==> config.mk <==
export PLATFORM = sky130hd
export DESIGN_NAME = a429_tx_top
export DESIGN_NICKNAME = d
export VERILOG_FILES = /design/src/rtl/a429_tx_pkg.sv /design/src/rtl/a429_cell_timer.sv /design/src/rtl/a429_word_fifo.sv /design/src/rtl/a429_serializer.sv /design/src/rtl/a429_tx_top.sv
export SDC_FILE = /design/constraint.sdc
export NUM_CORES = 1
export LEC_CHECK = 0
export ABC_CLOCK_PERIOD_IN_PS = 6000
export CORE_MARGIN = 3
export CORE_UTILIZATION = 35
export CTS_CLUSTER_SIZE = 24
export DETAILED_ROUTE_END_ITERATION = 10
export GPL_ROUTABILITY_DRIVEN = 0
export PLACE_DENSITY_LB_ADDON = 0.25
export SLEW_MARGIN = 15
export SYNTH_ARGS = -nofsm -noshare
export SYNTH_HDL_FRONTEND = slang
export SYNTH_SLANG_ARGS = --single-unit
==> constraint.sdc <==
create_clock -name clk -period 6 [get_ports clk]
set_input_delay 1.2 -clock clk [delete_from_list [all_inputs] [get_ports clk]]
set_output_delay 1.2 -clock clk [all_outputs]
set_load 0.02 [all_outputs]
==> src/rtl/a429_tx_pkg.sv <==
package a429_tx_pkg;

  typedef enum logic [1:0] {
    SER_IDLE = 2'd0,
    SER_SEND = 2'd1,
    SER_GAP  = 2'd2
  } ser_state_e;

  // Null bit times inserted after every word.
  localparam int unsigned NULL_CELLS = 4;

  // Word as it goes on the line: bit 32 optionally forced to odd parity.
  function automatic logic [31:0] shape_word(input logic [31:0] w, input logic par_en);
    logic [31:0] r;
    r = w;
    if (par_en) r[31] = ~(^w[30:0]);
    return r;
  endfunction

  // Clocks the pulse stays high in a cell of the given length.
  function automatic int unsigned high_span(input int unsigned cell_len);
    return cell_len / 2;
  endfunction

endpackage

==> src/rtl/a429_cell_timer.sv <==
module a429_cell_timer #(
  parameter int unsigned DIV_FAST = 10,
  parameter int unsigned DIV_SLOW = 80
) (
  input  logic clk,
  input  logic rst_n,
  input  logic run,
  input  logic restart,
  input  logic slow_sel,
  output logic cell_end,
  output logic first_half
);
  import a429_tx_pkg::*;

  localparam int unsigned CW = $clog2(DIV_SLOW + 1);
  localparam logic [CW-1:0] LEN_F = CW'(DIV_FAST);
  localparam logic [CW-1:0] LEN_S = CW'(DIV_SLOW);

  logic [CW-1:0] cnt;
  logic [CW-1:0] div_q;
  logic [CW-1:0] half_q;

  always_comb begin
    cell_end   = run && (cnt == div_q - 1'b1);
    first_half = cnt < half_q;
  end

  always_ff @(posedge clk) begin
    if (!rst_n) begin
      cnt    <= '0;
      div_q  <= LEN_F;
      half_q <= CW'(high_span(DIV_FAST));
    end else if (restart) begin
      cnt    <= '0;
      div_q  <= slow_sel ? LEN_S : LEN_F;
      half_q <= slow_sel ? CW'(high_span(DIV_SLOW)) : CW'(high_span(DIV_FAST));
    end else if (run) begin
      cnt <= cell_end ? '0 : cnt + 1'b1;
    end
  end

  // counter stays inside the latched cell length
  a_r4_cell_bound: assert property (@(posedge clk) disable iff (!rst_n)
    cnt < div_q);

  // cell length only changes on a restart
  a_r5_rate_latched: assert property (@(posedge clk) disable iff (!rst_n)
    !$past(restart) |-> $stable(div_q));

endmodule

==> src/rtl/a429_word_fifo.sv <==
module a429_word_fifo #(
  parameter int unsigned DEPTH = 8,
  parameter int unsigned WIDTH = 32
) (
  input  logic             clk,
  input  logic             rst_n,
  input  logic             wr_req,
  input  logic [WIDTH-1:0] wr_data,
  input  logic             rd_en,
  output logic [WIDTH-1:0] rd_data,
  output logic             empty,
  output logic             full
);
  localparam int unsigned AW = (DEPTH > 1) ? $clog2(DEPTH) : 1;
  localparam int unsigned CW = $clog2(DEPTH + 1);
  localparam logic [AW-1:0] LAST = AW'(DEPTH - 1);

  logic [WIDTH-1:0] mem [DEPTH];
  logic [AW-1:0]    wr_ptr, rd_ptr;
  logic [CW-1:0]    count;
  logic             push_ok;

  always_comb begin
    empty   = (count == '0);
    full    = (count == CW'(DEPTH));
    push_ok = wr_req && !full;
    rd_data = mem[rd_ptr];
  end

  always_ff @(posedge clk) begin
    if (push_ok) mem[wr_ptr] <= wr_data;
  end

  always_ff @(posedge clk) begin
    if (!rst_n) begin
      wr_ptr <= '0;
      rd_ptr <= '0;
      count  <= '0;
    end else begin
      if (push_ok) wr_ptr <= (wr_ptr == LAST) ? '0 : wr_ptr + 1'b1;
      if (rd_en)   rd_ptr <= (rd_ptr == LAST) ? '0 : rd_ptr + 1'b1;
      case ({push_ok, rd_en})
        2'b10:   count <= count + 1'b1;
        2'b01:   count <= count - 1'b1;
        default: count <= count;
      endcase
    end
  end

  // a write into a full queue leaves it full and unchanged
  a_r9_no_overflow: assert property (@(posedge clk) disable iff (!rst_n)
    (full && wr_req && !rd_en) |=> (full && $stable(wr_ptr)));

  // reads only ever happen with data present
  a_r9_no_underflow: assert property (@(posedge clk) disable iff (!rst_n)
    rd_en |-> !empty);

endmodule

==> src/rtl/a429_serializer.sv <==
module a429_serializer #(
  parameter int unsigned DIV_FAST = 10,
  parameter int unsigned DIV_SLOW = 80
) (
  input  logic        clk,
  input  logic        rst_n,
  input  logic        tx_enable,
  input  logic        rate_slow,
  input  logic        parity_on,
  input  logic        q_empty,
  input  logic [31:0] q_data,
  output logic        q_pop,
  output logic        busy,
  output logic        tx_one,
  output logic        tx_zero
);
  import a429_tx_pkg::*;

  localparam logic [1:0] GAP_LAST = 2'(NULL_CELLS - 1);

  ser_state_e  st;
  logic [31:0] shreg;
  logic [4:0]  bit_idx;
  logic [1:0]  gap_idx;
  logic        cell_end, first_half;
  logic        sending, gap_done, take_word;

  always_comb begin
    sending   = (st == SER_SEND);
    busy      = (st != SER_IDLE);
    gap_done  = (st == SER_GAP) && cell_end && (gap_idx == GAP_LAST);
    take_word = !q_empty && (((st == SER_IDLE) && tx_enable) || gap_done);
    q_pop     = take_word;
    tx_one    = sending && first_half && shreg[0];
    tx_zero   = sending && first_half && !shreg[0];
  end

  a429_cell_timer #(.DIV_FAST(DIV_FAST), .DIV_SLOW(DIV_SLOW)) i_timer (
    .clk        (clk),
    .rst_n      (rst_n),
    .run        (busy),
    .restart    (take_word),
    .slow_sel   (rate_slow),
    .cell_end   (cell_end),
    .first_half (first_half)
  );

  always_ff @(posedge clk) begin
    if (!rst_n) begin
      st      <= SER_IDLE;
      shreg   <= '0;
      bit_idx <= '0;
      gap_idx <= '0;
    end else if (take_word) begin
      st      <= SER_SEND;
      shreg   <= shape_word(q_data, parity_on);
      bit_idx <= '0;
    end else begin
      case (st)
        SER_SEND: if (cell_end) begin
          shreg   <= shreg >> 1;
          bit_idx <= bit_idx + 1'b1;
          if (bit_idx == 5'd31) begin
            st      <= SER_GAP;
            gap_idx <= '0;
          end
        end
        SER_GAP: if (cell_end) begin
          gap_idx <= gap_idx + 1'b1;
          if (gap_idx == GAP_LAST) st <= SER_IDLE;
        end
        default: st <= SER_IDLE;
      endcase
    end
  end

  // a fresh start always follows a cycle with the enable high
  a_r8_start_enabled: assert property (@(posedge clk) disable iff (!rst_n)
    $rose(busy) |-> $past(tx_enable));

  // the two lines are mutually exclusive
  a_r11_exclusive: assert property (@(posedge clk) disable iff (!rst_n)
    !(tx_one && tx_zero));

  // the null spacing never carries a pulse
  a_r7_gap_quiet: assert property (@(posedge clk) disable iff (!rst_n)
    (st == SER_GAP) |-> !(tx_one || tx_zero));

endmodule

==> src/rtl/a429_tx_top.sv <==
module a429_tx_top #(
  parameter int unsigned FIFO_DEPTH = 8,
  parameter int unsigned DIV_FAST   = 10,
  parameter int unsigned DIV_SLOW   = 80
) (
  input  logic        clk,
  input  logic        rst_n,
  input  logic [15:0] bus_data,
  input  logic        ld_low,
  input  logic        ld_high,
  input  logic        tx_enable,
  input  logic        rate_slow,
  input  logic        parity_on,
  output logic        tx_one,
  output logic        tx_zero,
  output logic        tx_idle_empty
);
  logic [15:0] low_hold;
  logic [31:0] q_data;
  logic        q_empty, q_full, q_pop, busy;

  always_ff @(posedge clk) begin
    if (!rst_n)      low_hold <= '0;
    else if (ld_low) low_hold <= bus_data;
  end

  a429_word_fifo #(.DEPTH(FIFO_DEPTH), .WIDTH(32)) i_fifo (
    .clk     (clk),
    .rst_n   (rst_n),
    .wr_req  (ld_high),
    .wr_data ({bus_data, low_hold}),
    .rd_en   (q_pop),
    .rd_data (q_data),
    .empty   (q_empty),
    .full    (q_full)
  );

  a429_serializer #(.DIV_FAST(DIV_FAST), .DIV_SLOW(DIV_SLOW)) i_ser (
    .clk       (clk),
    .rst_n     (rst_n),
    .tx_enable (tx_enable),
    .rate_slow (rate_slow),
    .parity_on (parity_on),
    .q_empty   (q_empty),
    .q_data    (q_data),
    .q_pop     (q_pop),
    .busy      (busy),
    .tx_one    (tx_one),
    .tx_zero   (tx_zero)
  );

  assign tx_idle_empty = q_empty && !busy;

  // status and a full queue are exclusive
  a_r10_status_consistent: assert property (@(posedge clk) disable iff (!rst_n)
    tx_idle_empty |-> !q_full && !tx_one && !tx_zero);

endmodule

==> summary.md <==
| Metric | Value |
|---|---|
| R2R Setup Slk | `2020 ps` |
| Die Span Y | `203 µm` |
| Vias per cell | `5.03` |
| Yosys top cell by area | `edfxtp_1` |
| First-pass GRT wire length | `between 40 and 50 mm` |
| R2R cell count | `16` |
| IO Pins | `26` |
| Worst VDD drop | `231 µV` |
| Post-Syn Nets | `around 890` |
| Total Die Area | `between 40000 and 50000 µm²` |
| Placed insts | `roughly 1400` |
| Overall routing resource usage | `0.140` |
| Pwr/cell area | `between 400 and 500 nW/µm²` |
| DIE WIDTH | `about 200 µm` |
| Number of synthesized flops with an enable pin | `256` |
| Placed cell area | `14400 µm²` |
| Fin crit period | `4110 ps` |
| Post-DP HPWL | `around 16 mm` |
| Initial antenna violation count | `0` |
| Seq/Total Area, Yosys | `0.684` |
| Root Driver | `clkbuf_16` |
| Final Hold Viols | `0` |
| Hold Crit Start | `i_ser.shreg[14]` |
| Sum Neg Setup Slack | `0 ps` |
| Clock sink count | `around 340` |
| Router iterations before antenna repair | `4` |
| Post-route insts no fill | `1431` |
| CP Class | `flop to primary output` |
| Fillcell total | `3450` |
| Setup Skew | `14.6 ps` |
| R2r startpoint | `i_ser.i_timer.div_q[3]` |
| Top cells by area, synth | `edfxtp_1, dfxtp_1, mux2i_1` |
| Post-Syn Area per Cell | `between 15 and 20 µm²` |
| Final max-slew violation count | `0` |
| H-tree depth | `2` |
| Startpoint Class | `flop` |
| Post-CTS Resized | `0` |
| Slew @ Worst Pin | `approximately 1100 ps` |
| Worst EP arrival | `between 2000 and 3000 ps` |
| Synth Cell Area | `between 10000 and 15000 µm²` |
| Cts bufs inserted | `36` |
| Ys async rst share | `0` |
| Post-synth cell types | `49` |
| WHS Endpoint | `i_ser.shreg[14]` |
| Ratio of cells with drive above 1 in the final layout | `0.133` |
| DRT iter0 DRCs | `433` |
| Vias in the first global route | `a little over 7000` |
| # Max-Cap Violations | `0` |
| Vias | `about 7000` |
| Initial Utilization | `0.357` |
| Reg clk slew, reported paths | `around 60 ps` |
| Maximum fanout along the worst path | `4` |
| Final period utilization | `0.685` |
| Commonest non-fill, non-tap cells in the layout | `edfxtp_1, mux2i_1, dfxtp_1` |
| Post-Synthesis Cells | `between 800 and 900` |
| Nets | `930` |
| Final wirelength | `28.8 mm` |
| Run status | `complete, no violations` |
| Relative slew slack | `0.238` |
| Final ANT Viol Nets | `0` |
| Congestion Overflow GR | `0` |
| Crit. End Element | `primary output` |
| Share of the synthesized area in the top cell type | `0.567` |
| Register bit total from synthesis | `between 300 and 400` |
| Clock buffer depth | `3` |
| Hold Path Class | `flop to flop` |
| TritonCTS clock tree | `yes` |
| Skew-Pair Late Insertion Delay | `around 520 ps` |
| Total core area | `between 30000 and 40000 µm²` |
| Post-CTS setup buffers | `0` |
| Design Area, Final | `roughly 16000 µm²` |
| RSZ-0062 raised after global routing | `no` |
| YS warnings | `0` |
| Average wire per standard cell | `20.1 µm` |
| Fin Hold WS | `467 ps` |
| Largest net degree at the start of global routing | `between 40 and 50` |
| Hold buffer count at cts | `0` |
| Top_reg_cell synth | `edfxtp_1` |
| # port buffers | `25` |
| Reg2reg end | `i_fifo.count[3]` |
| Final-report setup violation count | `0` |
| Required time of the worst setup path | `~4800 ps` |
| Post-route DRC | `0` |
| Layout area overhead | `14.6%` |
| Row count | `between 70 and 80` |
| Commonest non-fill, non-tap cell in the layout | `edfxtp_1` |
| Worst hold stages | `2` |
| Max Clock Freq | `243 MHz` |
| Static Leak | `5.04 nW` |
==> logic make-up after synthesis <==
logic type,share of synthesized area
muxes,0.120
AOI/OAI and AO/OA,0.0631
DFF,0.684
adders and majority gates,0.0148
xor gates and xnor gates,0.0317
buffers and inverters,0.0228
and+or+nand+nor,0.0642
==> report_power, final <==
group          internal [W]  total [W]  leakage (nW)  switching (W)
logic              0.000845    0.00166          1.47       0.000815
registers           0.00267    0.00283          3.00       0.000163
clock network       0.00124    0.00213         0.567       0.000885
total               0.00475    0.00662          5.04        0.00186
==> worst max-delay path by stage <==
stage,start,endpoint,slack [ps]
after floorplan,ld_high,i_fifo.mem[0][0],1000
after global placement,tx_enable,i_ser.shreg[23],1930
after global routing,i_ser.i_timer.div_q[3],tx_zero,1650
after CTS,i_ser.i_timer.div_q[3],tx_zero,1860
final,i_ser.i_timer.div_q[3],tx_zero,1890
after detailed placement,tx_enable,i_ser.shreg[1],1950
==> sequential cells by signal (all words and copies together) (netlist names), named ones only <==
name                 flops
low_hold                16
i_ser.bit_idx            5
i_ser.i_timer.div_q      2
i_ser.gap_idx            2
i_fifo.mem             256
i_ser.i_timer.cnt        7
i_ser.st                 2
i_fifo.rd_ptr            3
i_fifo.wr_ptr            3
i_ser.shreg             32
i_fifo.count             4
==> synthesized netlist by cell type (13+ instances only) <==
master / instances
a21boi_0: 17
a21oi_1: 26
a221oi_1: 27
clkbuf_1: 22
dfxtp_1: 79
edfxtp_1: 256
ha_1: 16
mux2i_1: 82
mux4_2: 27
nand2_1: 33
nor2_1: 43
nor2b_1: 54
o22ai_1: 18
xnor2_1: 24
xor2_1: 13
==> per-stage QoR <==
step	util	setup slack (ps)	total power, W
3_5_place_dp	0.379	1950	0.00454
6_report	0.409	1890	0.00662
4_1_cts	0.409	1860	0.00669
3_3_place_gp	0.379	1930	0.00454
2_1_floorplan	-	1000	0.00413
5_1_grt	0.409	1650	0.00694
==> worst max-delay path: stages (launching register included) <==
cell	delay, ps
dfxtp_1	390
inv_1	100
ha_1	300
o31a_1	110
o21ai_0	160
nand2_1	70
a2111oi_0	470
nor2b_1	200
clkdlybuf4s50_1	610
==> layer usage <==
| layer | share of wire | GRT usage | vias up | routed length (µm) |
|---|---|---|---|---|
| li1 | - | - | 3383 | - |
| met1 | 0.50 | 0.207 | 3671 | 14400 |
| met2 | 0.45 | 0.216 | 104 | 13100 |
| met3 | 0.032 | 0.0226 | 37 | 926 |
| met4 | 0.016 | 0.0344 | 0 | 457 |
| met5 | 0 | 0 | - | 0 |
==> area by class of cell <==
| cell class | count | area (µm²) | area share |
|---|---|---|---|
| flip-flops and latches | 335 | 9280 | 0.597 |
| inverters | 7 | 26.3 | 0.00169 |
| clock inverters | 14 | 121 | 0.00781 |
| well taps | 511 | 639 | 0.0412 |
| repair buffers | 46 | 403 | 0.0259 |
| multi-input cells | 465 | 4040 | 0.260 |
| diodes | 1 | 2.50 | 0.000161 |
| clock buffers | 52 | 1020 | 0.0658 |
No activity file was read; power rests on OpenSTA's default activity.
